`config.mk`:
```
export PLATFORM = sky130hd
export DESIGN_NAME = irq_route_ctrl
export DESIGN_NICKNAME = d
export VERILOG_FILES = /design/src/rtl/irq_route_pkg.sv /design/src/rtl/irq_route_regs.sv /design/src/rtl/irq_route_pin.sv /design/src/rtl/irq_route_deliver.sv /design/src/rtl/irq_route_ctrl.sv
export SDC_FILE = /design/constraint.sdc
export NUM_CORES = 2
export LEC_CHECK = 0
export CAP_MARGIN = 15
export CORE_AREA = 2 2 278 280
export CTS_CLUSTER_SIZE = 30
export DETAILED_ROUTE_END_ITERATION = 10
export DIE_AREA = 0 0 280 282
export DONT_BUFFER_PORTS = 1
export PLACE_DENSITY = 0.64
export SETUP_SLACK_MARGIN = 0.3
export SYNTH_ARGS = -nofsm -noshare
export SYNTH_HDL_FRONTEND = slang
export SYNTH_HIERARCHICAL = 1
export SYNTH_SLANG_ARGS = --single-unit
```
`constraint.sdc`:
```
create_clock -name clk -period 4.5 [get_ports clk]
set_input_delay 0.225 -clock clk [delete_from_list [all_inputs] [get_ports clk]]
set_output_delay 0.225 -clock clk [all_outputs]
set_load 0.005 [all_outputs]
```
`src/rtl/irq_route_pkg.sv`:
```
// Shared types and constants for the interrupt redirection controller.
// Assumes at most 64 lines so every entry index fits in 8 bits.
package irq_route_pkg;

    // Software-writable part of one routing entry
    typedef struct packed {
        logic [7:0] dest;
        logic       mask;
        logic       trig;
        logic       pol;
        logic       dstmode;
        logic [2:0] dmode;
        logic [7:0] vector;
    } rte_t;

    localparam logic [4:0] OFS_INDEX    = 5'h00;
    localparam logic [4:0] OFS_DATA     = 5'h10;
    localparam logic [7:0] IDX_ID       = 8'h00;
    localparam logic [7:0] IDX_VER      = 8'h01;
    localparam logic [7:0] IDX_ARB      = 8'h02;
    localparam logic [7:0] IDX_RTE_BASE = 8'h10;

    localparam rte_t RTE_RESET = '{dest: 8'h00, mask: 1'b1, trig: 1'b0, pol: 1'b0,
                                   dstmode: 1'b0, dmode: 3'b000, vector: 8'h00};

endpackage

```
`src/rtl/irq_route_regs.sv`:
```
// Index register, ID register and routing entry storage behind a data window.
// Assumes reads are combinational from the current index; writes take effect
// on the clock edge that sees bus_en and bus_we.
module irq_route_regs
    import irq_route_pkg::*;
#(
    parameter int         NUM_PINS = 24,
    parameter logic [7:0] VERSION  = 8'h11,
    parameter logic [3:0] ARB_ID   = 4'h0
) (
    input  logic                      clk,
    input  logic                      rst_n,
    input  logic                      bus_en,
    input  logic                      bus_we,
    input  logic [4:0]                bus_addr,
    input  logic [31:0]               bus_wdata,
    output logic [31:0]               bus_rdata,
    input  logic [NUM_PINS-1:0]       dstat,
    input  logic [NUM_PINS-1:0]       rirr,
    output rte_t [NUM_PINS-1:0]       rte
);
    localparam int         PIN_W   = $clog2(NUM_PINS);
    localparam logic [7:0] IDX_END = 8'(16 + 2 * NUM_PINS);

    logic [7:0]       index_q;
    logic [3:0]       id_q;
    logic             wr_index, wr_data, in_rte, hi_word;
    logic [7:0]       rte_off;
    logic [PIN_W-1:0] sel_pin;
    logic [31:0]      reg_rd;
    rte_t             cur;
    logic             unused_wbits;

    assign wr_index = bus_en && bus_we && (bus_addr == OFS_INDEX);
    assign wr_data  = bus_en && bus_we && (bus_addr == OFS_DATA);
    assign in_rte   = (index_q >= IDX_RTE_BASE) && (index_q < IDX_END);
    assign rte_off  = index_q - IDX_RTE_BASE;
    assign hi_word  = rte_off[0];
    assign sel_pin  = rte_off[PIN_W:1];
    assign cur      = rte[sel_pin];
    assign unused_wbits = ^{bus_wdata[23:17], bus_wdata[14], bus_wdata[12]};

    // Index register: chosen by the last write at offset 0x00
    always_ff @(posedge clk) begin
        if (!rst_n)        index_q <= 8'h00;
        else if (wr_index) index_q <= bus_wdata[7:0];
    end

    // Controller ID: only software-writable field of register 0
    always_ff @(posedge clk) begin
        if (!rst_n)                                id_q <= 4'h0;
        else if (wr_data && index_q == IDX_ID)     id_q <= bus_wdata[27:24];
    end

    // One storage element per routing entry
    for (genvar g = 0; g < NUM_PINS; g++) begin : g_rte
        // Entry update: high word sets destination, low word the control fields
        always_ff @(posedge clk) begin
            if (!rst_n) begin
                rte[g] <= RTE_RESET;
            end else if (wr_data && in_rte && sel_pin == PIN_W'(g)) begin
                if (hi_word) begin
                    rte[g].dest <= bus_wdata[31:24];
                end else begin
                    rte[g].vector  <= bus_wdata[7:0];
                    rte[g].dmode   <= bus_wdata[10:8];
                    rte[g].dstmode <= bus_wdata[11];
                    rte[g].pol     <= bus_wdata[13];
                    rte[g].trig    <= bus_wdata[15];
                    rte[g].mask    <= bus_wdata[16];
                end
            end
        end
    end

    // Data window read mux
    always_comb begin
        reg_rd = '0;
        if (index_q == IDX_ID) begin
            reg_rd[27:24] = id_q;
        end else if (index_q == IDX_VER) begin
            reg_rd[7:0]   = VERSION;
            reg_rd[23:16] = 8'(NUM_PINS - 1);
        end else if (index_q == IDX_ARB) begin
            reg_rd[27:24] = ARB_ID;
        end else if (in_rte) begin
            if (hi_word) reg_rd[31:24] = cur.dest;
            else reg_rd[16:0] = {cur.mask, cur.trig, rirr[sel_pin], cur.pol,
                                 dstat[sel_pin], cur.dstmode, cur.dmode, cur.vector};
        end
    end

    // Bus read: index at 0x00, selected register at 0x10
    always_comb begin
        if (bus_addr == OFS_INDEX)     bus_rdata = {24'h0, index_q};
        else if (bus_addr == OFS_DATA) bus_rdata = reg_rd;
        else                           bus_rdata = '0;
    end

    // the ID register changes only through a data write at index 0
    a_r2_id_write_only: assert property (@(posedge clk) disable iff (!rst_n)
        !(wr_data && index_q == IDX_ID) |=> $stable(id_q));

endmodule

```
`src/rtl/irq_route_pin.sv`:
```
// Per-line input conditioning: one sample stage, polarity correction,
// edge capture and level/remote-IRR handling. Assumes grant is one cycle
// wide and arrives only while req is high.
module irq_route_pin (
    input  logic       clk,
    input  logic       rst_n,
    input  logic       irq_in,
    input  logic       pol,
    input  logic       trig,
    input  logic       mask,
    input  logic [7:0] vector,
    input  logic       eoi_valid,
    input  logic [7:0] eoi_vector,
    input  logic       grant,
    output logic       req,
    output logic       rirr
);
    logic samp_q, prev_q, pend_q, rirr_q;
    logic act, rise;

    assign act  = samp_q ^ pol;
    assign rise = act && !prev_q;

    // Input sample and previous active level for edge detection
    always_ff @(posedge clk) begin
        if (!rst_n) begin
            samp_q <= 1'b0;
            prev_q <= 1'b0;
        end else begin
            samp_q <= irq_in;
            prev_q <= act;
        end
    end

    // Edge capture: masked or level lines hold nothing, a grant consumes it
    always_ff @(posedge clk) begin
        if (!rst_n)              pend_q <= 1'b0;
        else if (mask || trig)   pend_q <= 1'b0;
        else                     pend_q <= (pend_q && !grant) || rise;
    end

    // Remote IRR: set by delivery of a level line, cleared by matching EOI
    always_ff @(posedge clk) begin
        if (!rst_n)                                    rirr_q <= 1'b0;
        else if (grant && trig)                        rirr_q <= 1'b1;
        else if (eoi_valid && eoi_vector == vector)    rirr_q <= 1'b0;
    end

    assign req  = !mask && (trig ? (act && !rirr_q) : pend_q);
    assign rirr = rirr_q;

    // a captured edge leaves once its grant is taken, unless a new edge came
    a_r6_edge_consumed: assert property (@(posedge clk) disable iff (!rst_n)
        (grant && !trig && !rise) |=> !pend_q);

endmodule

```
`src/rtl/irq_route_deliver.sv`:
```
// Lowest-number-first selection and the delivery holding register.
// Assumes the consumer may stall with dlv_ready low for any number of cycles.
module irq_route_deliver #(
    parameter int NUM_PINS = 24
) (
    input  logic                      clk,
    input  logic                      rst_n,
    input  logic [NUM_PINS-1:0]       req,
    input  logic [NUM_PINS-1:0][7:0]  vec,
    input  logic [NUM_PINS-1:0][2:0]  mode,
    input  logic [NUM_PINS-1:0]       dstmode,
    input  logic [NUM_PINS-1:0][7:0]  dest,
    input  logic                      dlv_ready,
    output logic                      dlv_valid,
    output logic [7:0]                dlv_vector,
    output logic [2:0]                dlv_mode,
    output logic                      dlv_dstmode,
    output logic [7:0]                dlv_dest,
    output logic [NUM_PINS-1:0]       grant,
    output logic [NUM_PINS-1:0]       inflight
);
    localparam int PIN_W = $clog2(NUM_PINS);

    logic [PIN_W-1:0] sel, pin_q;
    logic             any_req, can_load, valid_q;
    logic [7:0]       vec_q, dest_q, sel_dest;
    logic [2:0]       mode_q;
    logic             dstmode_q;

    // Lowest-numbered requesting line
    always_comb begin
        sel = '0;
        for (int i = NUM_PINS - 1; i >= 0; i--) begin
            if (req[i]) sel = PIN_W'(i);
        end
    end

    assign any_req  = |req;
    assign can_load = !valid_q || dlv_ready;
    assign grant    = (can_load && any_req) ? (NUM_PINS'(1) << sel) : '0;
    assign sel_dest = dstmode[sel] ? dest[sel] : {4'h0, dest[sel][3:0]};

    // Holding register: refills whenever empty or accepted
    always_ff @(posedge clk) begin
        if (!rst_n) begin
            valid_q   <= 1'b0;
            pin_q     <= '0;
            vec_q     <= '0;
            mode_q    <= '0;
            dstmode_q <= 1'b0;
            dest_q    <= '0;
        end else if (can_load) begin
            valid_q <= any_req;
            if (any_req) begin
                pin_q     <= sel;
                vec_q     <= vec[sel];
                mode_q    <= mode[sel];
                dstmode_q <= dstmode[sel];
                dest_q    <= sel_dest;
            end
        end
    end

    for (genvar g = 0; g < NUM_PINS; g++) begin : g_inflight
        assign inflight[g] = valid_q && (pin_q == PIN_W'(g));
    end

    assign dlv_valid   = valid_q;
    assign dlv_vector  = vec_q;
    assign dlv_mode    = mode_q;
    assign dlv_dstmode = dstmode_q;
    assign dlv_dest    = dest_q;

    // an unaccepted request keeps its contents
    a_r10_hold_valid: assert property (@(posedge clk) disable iff (!rst_n)
        (valid_q && !dlv_ready) |=> (valid_q && $stable(vec_q) && $stable(dest_q)
                                     && $stable(mode_q) && $stable(pin_q)));

    // no lower-numbered line is requesting when a grant is issued
    a_r9_lowest_first: assert property (@(posedge clk) disable iff (!rst_n)
        (|grant) |-> ((req & (grant - NUM_PINS'(1))) == '0));

endmodule

```
`src/rtl/irq_route_ctrl.sv`:
```
// Top of the interrupt redirection controller: register window, one
// conditioning slice per input line, and the delivery stage.
// Assumes 2 <= NUM_PINS <= 64 and a single synchronous clock domain.
module irq_route_ctrl
    import irq_route_pkg::*;
#(
    parameter int         NUM_PINS = 24,
    parameter logic [7:0] VERSION  = 8'h11,
    parameter logic [3:0] ARB_ID   = 4'h0
) (
    input  logic                clk,
    input  logic                rst_n,
    input  logic                bus_en,
    input  logic                bus_we,
    input  logic [4:0]          bus_addr,
    input  logic [31:0]         bus_wdata,
    output logic [31:0]         bus_rdata,
    input  logic [NUM_PINS-1:0] irq_in,
    input  logic                eoi_valid,
    input  logic [7:0]          eoi_vector,
    output logic                dlv_valid,
    input  logic                dlv_ready,
    output logic [7:0]          dlv_vector,
    output logic [2:0]          dlv_mode,
    output logic                dlv_dstmode,
    output logic [7:0]          dlv_dest
);
    rte_t [NUM_PINS-1:0]      rte;
    logic [NUM_PINS-1:0]      req, grant, inflight, rirr, dstat;
    logic [NUM_PINS-1:0][7:0] vec_a, dest_a;
    logic [NUM_PINS-1:0][2:0] mode_a;
    logic [NUM_PINS-1:0]      dstmode_a;

    assign dstat = req | inflight;

    irq_route_regs #(
        .NUM_PINS (NUM_PINS),
        .VERSION  (VERSION),
        .ARB_ID   (ARB_ID)
    ) u_regs (
        .clk       (clk),
        .rst_n     (rst_n),
        .bus_en    (bus_en),
        .bus_we    (bus_we),
        .bus_addr  (bus_addr),
        .bus_wdata (bus_wdata),
        .bus_rdata (bus_rdata),
        .dstat     (dstat),
        .rirr      (rirr),
        .rte       (rte)
    );

    for (genvar g = 0; g < NUM_PINS; g++) begin : g_pin
        assign vec_a[g]     = rte[g].vector;
        assign mode_a[g]    = rte[g].dmode;
        assign dstmode_a[g] = rte[g].dstmode;
        assign dest_a[g]    = rte[g].dest;

        irq_route_pin u_pin (
            .clk        (clk),
            .rst_n      (rst_n),
            .irq_in     (irq_in[g]),
            .pol        (rte[g].pol),
            .trig       (rte[g].trig),
            .mask       (rte[g].mask),
            .vector     (rte[g].vector),
            .eoi_valid  (eoi_valid),
            .eoi_vector (eoi_vector),
            .grant      (grant[g]),
            .req        (req[g]),
            .rirr       (rirr[g])
        );

        // the selector never grants a masked line
        a_r8_no_masked_grant: assert property (@(posedge clk) disable iff (!rst_n)
            grant[g] |-> !rte[g].mask);

        // a line waiting for its EOI is never granted
        a_r7_no_regrant: assert property (@(posedge clk) disable iff (!rst_n)
            rirr[g] |-> !grant[g]);

        // granting a level line raises its remote IRR
        a_r7_irr_set: assert property (@(posedge clk) disable iff (!rst_n)
            (grant[g] && rte[g].trig) |=> rirr[g]);
    end

    irq_route_deliver #(
        .NUM_PINS (NUM_PINS)
    ) u_deliver (
        .clk         (clk),
        .rst_n       (rst_n),
        .req         (req),
        .vec         (vec_a),
        .mode        (mode_a),
        .dstmode     (dstmode_a),
        .dest        (dest_a),
        .dlv_ready   (dlv_ready),
        .dlv_valid   (dlv_valid),
        .dlv_vector  (dlv_vector),
        .dlv_mode    (dlv_mode),
        .dlv_dstmode (dlv_dstmode),
        .dlv_dest    (dlv_dest),
        .grant       (grant),
        .inflight    (inflight)
    );

endmodule

```
==> run summary <==
status -> finished, final reports clean
Global Route Usage Sum -> 0.360
pin count of the biggest net entering global routing -> 319
PwrDens -> 298 nW/um^2
HP Class -> in -> reg
Psw -> 3.03 mW
GRT Residual Overflow -> 0
Avg Cell Area, Syn -> 8.92 sq um
max-slew violations -> 0
later-pin clock latency in the skew report -> 0.65 ns
Placed Instances -> 4996
die height -> 282 um
Post CTS Setup Buffer Count -> 0
share of layout cells above drive strength 1 -> 0.116
Crit path required time -> 5.07 ns
Synth cell types -> 89
1st-iter DRT viols -> 3928
final hold slack -> 0.0281 ns
Setup crit end -> u_deliver/dlv_dest[6]$_SDFFE_PN0P_
IO buf count -> 0
Clock transition at path regs -> 0.06 ns
Gate Count Post-Synth -> 4227
Worst Path Max Fanout -> 13
fin cells -> 5509
vias -> 35000
die area -> 79000 sq um
I/O pin cnt -> 128
GPL Wtd Cong -> 0.960
Tmin final -> 4.11 ns
sequential share of the synthesized area -> 0.364
#FFs+latches synth -> 686
Leak -> 15.6 nW
RSZ-0062 raised after global routing -> no
Comb power frac -> 0.039
first-pass GRT wire length -> 215 mm
Die W -> 280 um
launch point of the worst path -> u_regs/rte[541]$_SDFFE_PN0P_
most frequent cells in the layout -> 733 x nand2_1, 682 x dfxtp_1, 354 x dlygate4sd3_1, 347 x mux2i_1, 306 x nand3_1
internal cell power -> 10.4 mW
WHS Path Cells -> 3
DPL Wire Length -> 90.9 mm
clk_skew -> 0.0220 ns
Max Clock Freq -> 0.243 GHz
Root Driver -> clkbuf_16
critical path arrival -> 4.68 ns
CP Capture Type -> register
Max Cap Viol -> 0
# setup viols final -> 0
TritonCTS clock tree -> built
synth top area cells -> dfxtp_1 36%, mux2i_1 9.2%, mux4_2 8.7%
reg-to-reg endpoint -> u_deliver/dlv_dest[6]$_SDFFE_PN0P_
most common cell after layout, fill and taps aside -> nand2_1
ys async rst share -> 0
Slew headroom -> 0.138
Final Power -> 13.5 mW
Final period util -> 0.914
Post-DRT Antenna Nets -> 0
R2R setup slack -> 0.39 ns
Post-layout nets -> 4538
dominant synthesized flop cell -> dfxtp_1
r2r worst-path depth -> 15
worst slew pin tran -> 1.29 ns
Clk pwr share -> 0.508
Multi-input gate area -> 22400 sq um
CP startpoint kind -> register
average via count per standard cell -> 6.36
residual DRC count -> 0
number of global-route vias before repair -> 33900
Sink Count -> 686
H-tree levels -> 3
Core Region -> 75700 sq um
FF+latch area -> 13700 sq um
Flop pwr share -> 0.453
Crit Path Class -> reg -> reg
initial antenna violation count -> 7
yosys warns -> 6
TritonRoute pass-1 iters -> 6
cell taking the most area after synthesis -> dfxtp_1
share of the synthesized area in the top cell type -> 0.364
Post-synth EDFFs -> 0
synthesized cell area -> 37700 sq um
Setup TNS -> 0 ns
CTS Buf Count -> 78
DR WL/cell -> 26.3 um
RR Startpoint -> u_regs/rte[541]$_SDFFE_PN0P_
Sw Ratio -> 0.225
Layout area overhead -> 19.7%
Row Count -> 101
fill count -> 6661
Peak VDD IR -> 0.303 mV
drt total wl -> 145 mm
Hold Vio Cnt, Final -> 0
Starting Density -> 0.498
largest buffer count on any clock path -> 3
## critical path, cell delays in order (launching register included)
cell and delay [ns]:
dfxtp_1 0.37, xor2_1 0.25, nand3b_1 0.13, a21oi_2 0.29, nand2b_1 0.09, a221oi_1 0.49
o221ai_2 0.27, o21a_1 0.34, nor2_4 0.22, buf_4 0.27, a2111oi_1 0.12, a22o_1 0.27
o41ai_2 0.24, buf_4 0.18, and4_4 0.30, a32o_1 0.18
## state kept, by name, summed over array words and instances (netlist names)
name and cells:
u_deliver/dlv_vector 8, u_deliver/dlv_valid 1, u_deliver/dlv_mode 3, g_pin.u_pin/rirr 24, u_regs/index_q 8, u_deliver/pin_q 5, g_pin.u_pin/samp_q 24, g_pin.u_pin/pend_q 24
g_pin.u_pin/prev_q 24, u_regs/id_q 4, u_deliver/dlv_dstmode 1, u_deliver/dlv_dest 8, u_regs/rte 552
## cells in the mapped netlist (25+ instances only)
cell / count
dfxtp_1: 686
xnor2_1: 192
nor2_1: 76
clkbuf_1: 182
a21boi_0: 29
buf_2: 107
and2_1: 53
o21ai_0: 298
mux2i_1: 347
nor2b_1: 176
or2_1: 25
a311oi_1: 93
nor4b_2: 25
nand3b_1: 26
nor3_1: 30
a22oi_1: 26
nand4_1: 65
a21oi_1: 91
and3_1: 97
mux4_2: 145
inv_1: 38
nand2_1: 734
nand2b_1: 60
buf_1: 32
nand3_1: 307
## routing by layer
metal  vias up  wire length, um  track usage
met4         0            10900        0.243
met1     17000            54500        0.442
met3       522            13900       0.0728
met5         -                0            0
li1      15600                -            -
met2      1988            65700        0.574
## worst min path at each step
stage | from | endpoint | slack, ns
after floorplan | rst_n | g_pin[0].u_pin/prev_q$_SDFF_PN0_ | 0.35
after global placement | irq_in[23] | g_pin[23].u_pin/samp_q$_SDFF_PN0_ | 0.35
after detailed placement | irq_in[10] | g_pin[10].u_pin/samp_q$_SDFF_PN0_ | 0.36
after CTS | eoi_vector[2] | g_pin[10].u_pin/rirr$_SDFFE_PN0P_ | 0.0007
after global routing | eoi_vector[2] | g_pin[10].u_pin/rirr$_SDFFE_PN0P_ | 0.0009
final | eoi_vector[4] | g_pin[4].u_pin/rirr$_SDFFE_PN0P_ | 0.03
## metrics by stage
stage,util,worst slack [ns],area [sq um]
after global routing,0.596,0.343,45100
after floorplan,-,1.24,37700
after CTS,0.596,0.306,45100
final,0.596,0.389,45100
after detailed placement,0.510,0.280,38600
after global placement,0.510,0.336,38600
## area by class of cell
cell class                      instances  share of cell area
Clock buffer                          113              0.0513
Timing Repair Buffer                  502               0.109
Sequential cell                       686               0.304
Inverter                               39             0.00324
Clock inverter                         26             0.00895
Tap cell                              978              0.0271
Antenna cell                           11            0.000610
Multi-Input combinational cell       3154               0.495
## kinds of logic after synthesis
family	after synthesis	synth area share
adders and majority gates	2	0.000663
xor gates and xnor gates	216	0.0502
other	1	0.0000994
and+or+nand+nor	1769	0.245
AOI/OAI and AO/OA	665	0.113
muxes	498	0.180
buffers and inverters	390	0.0463
DFF	686	0.364
## timing repair
item,4_1_cts,5_1_grt
endpoints found under the setup margin,3,19
pin swaps,0,0
gates resized for setup,2,11
hold buffers,363,0
endpoints found under the hold margin,557,0
## power groups by stage
stage | Sequential, mW | Clock, mW | Combinational (mW)
global placement | 6.24 | 0 | 0.281
floorplan | 6.23 | 0 | 0.297
detailed placement | 6.24 | 0 | 0.282
global route | 6.10 | 7.14 | 0.539
finish | 6.10 | 6.84 | 0.519
CTS | 6.10 | 6.87 | 0.508
No activity file was read; power rests on OpenSTA's default activity.
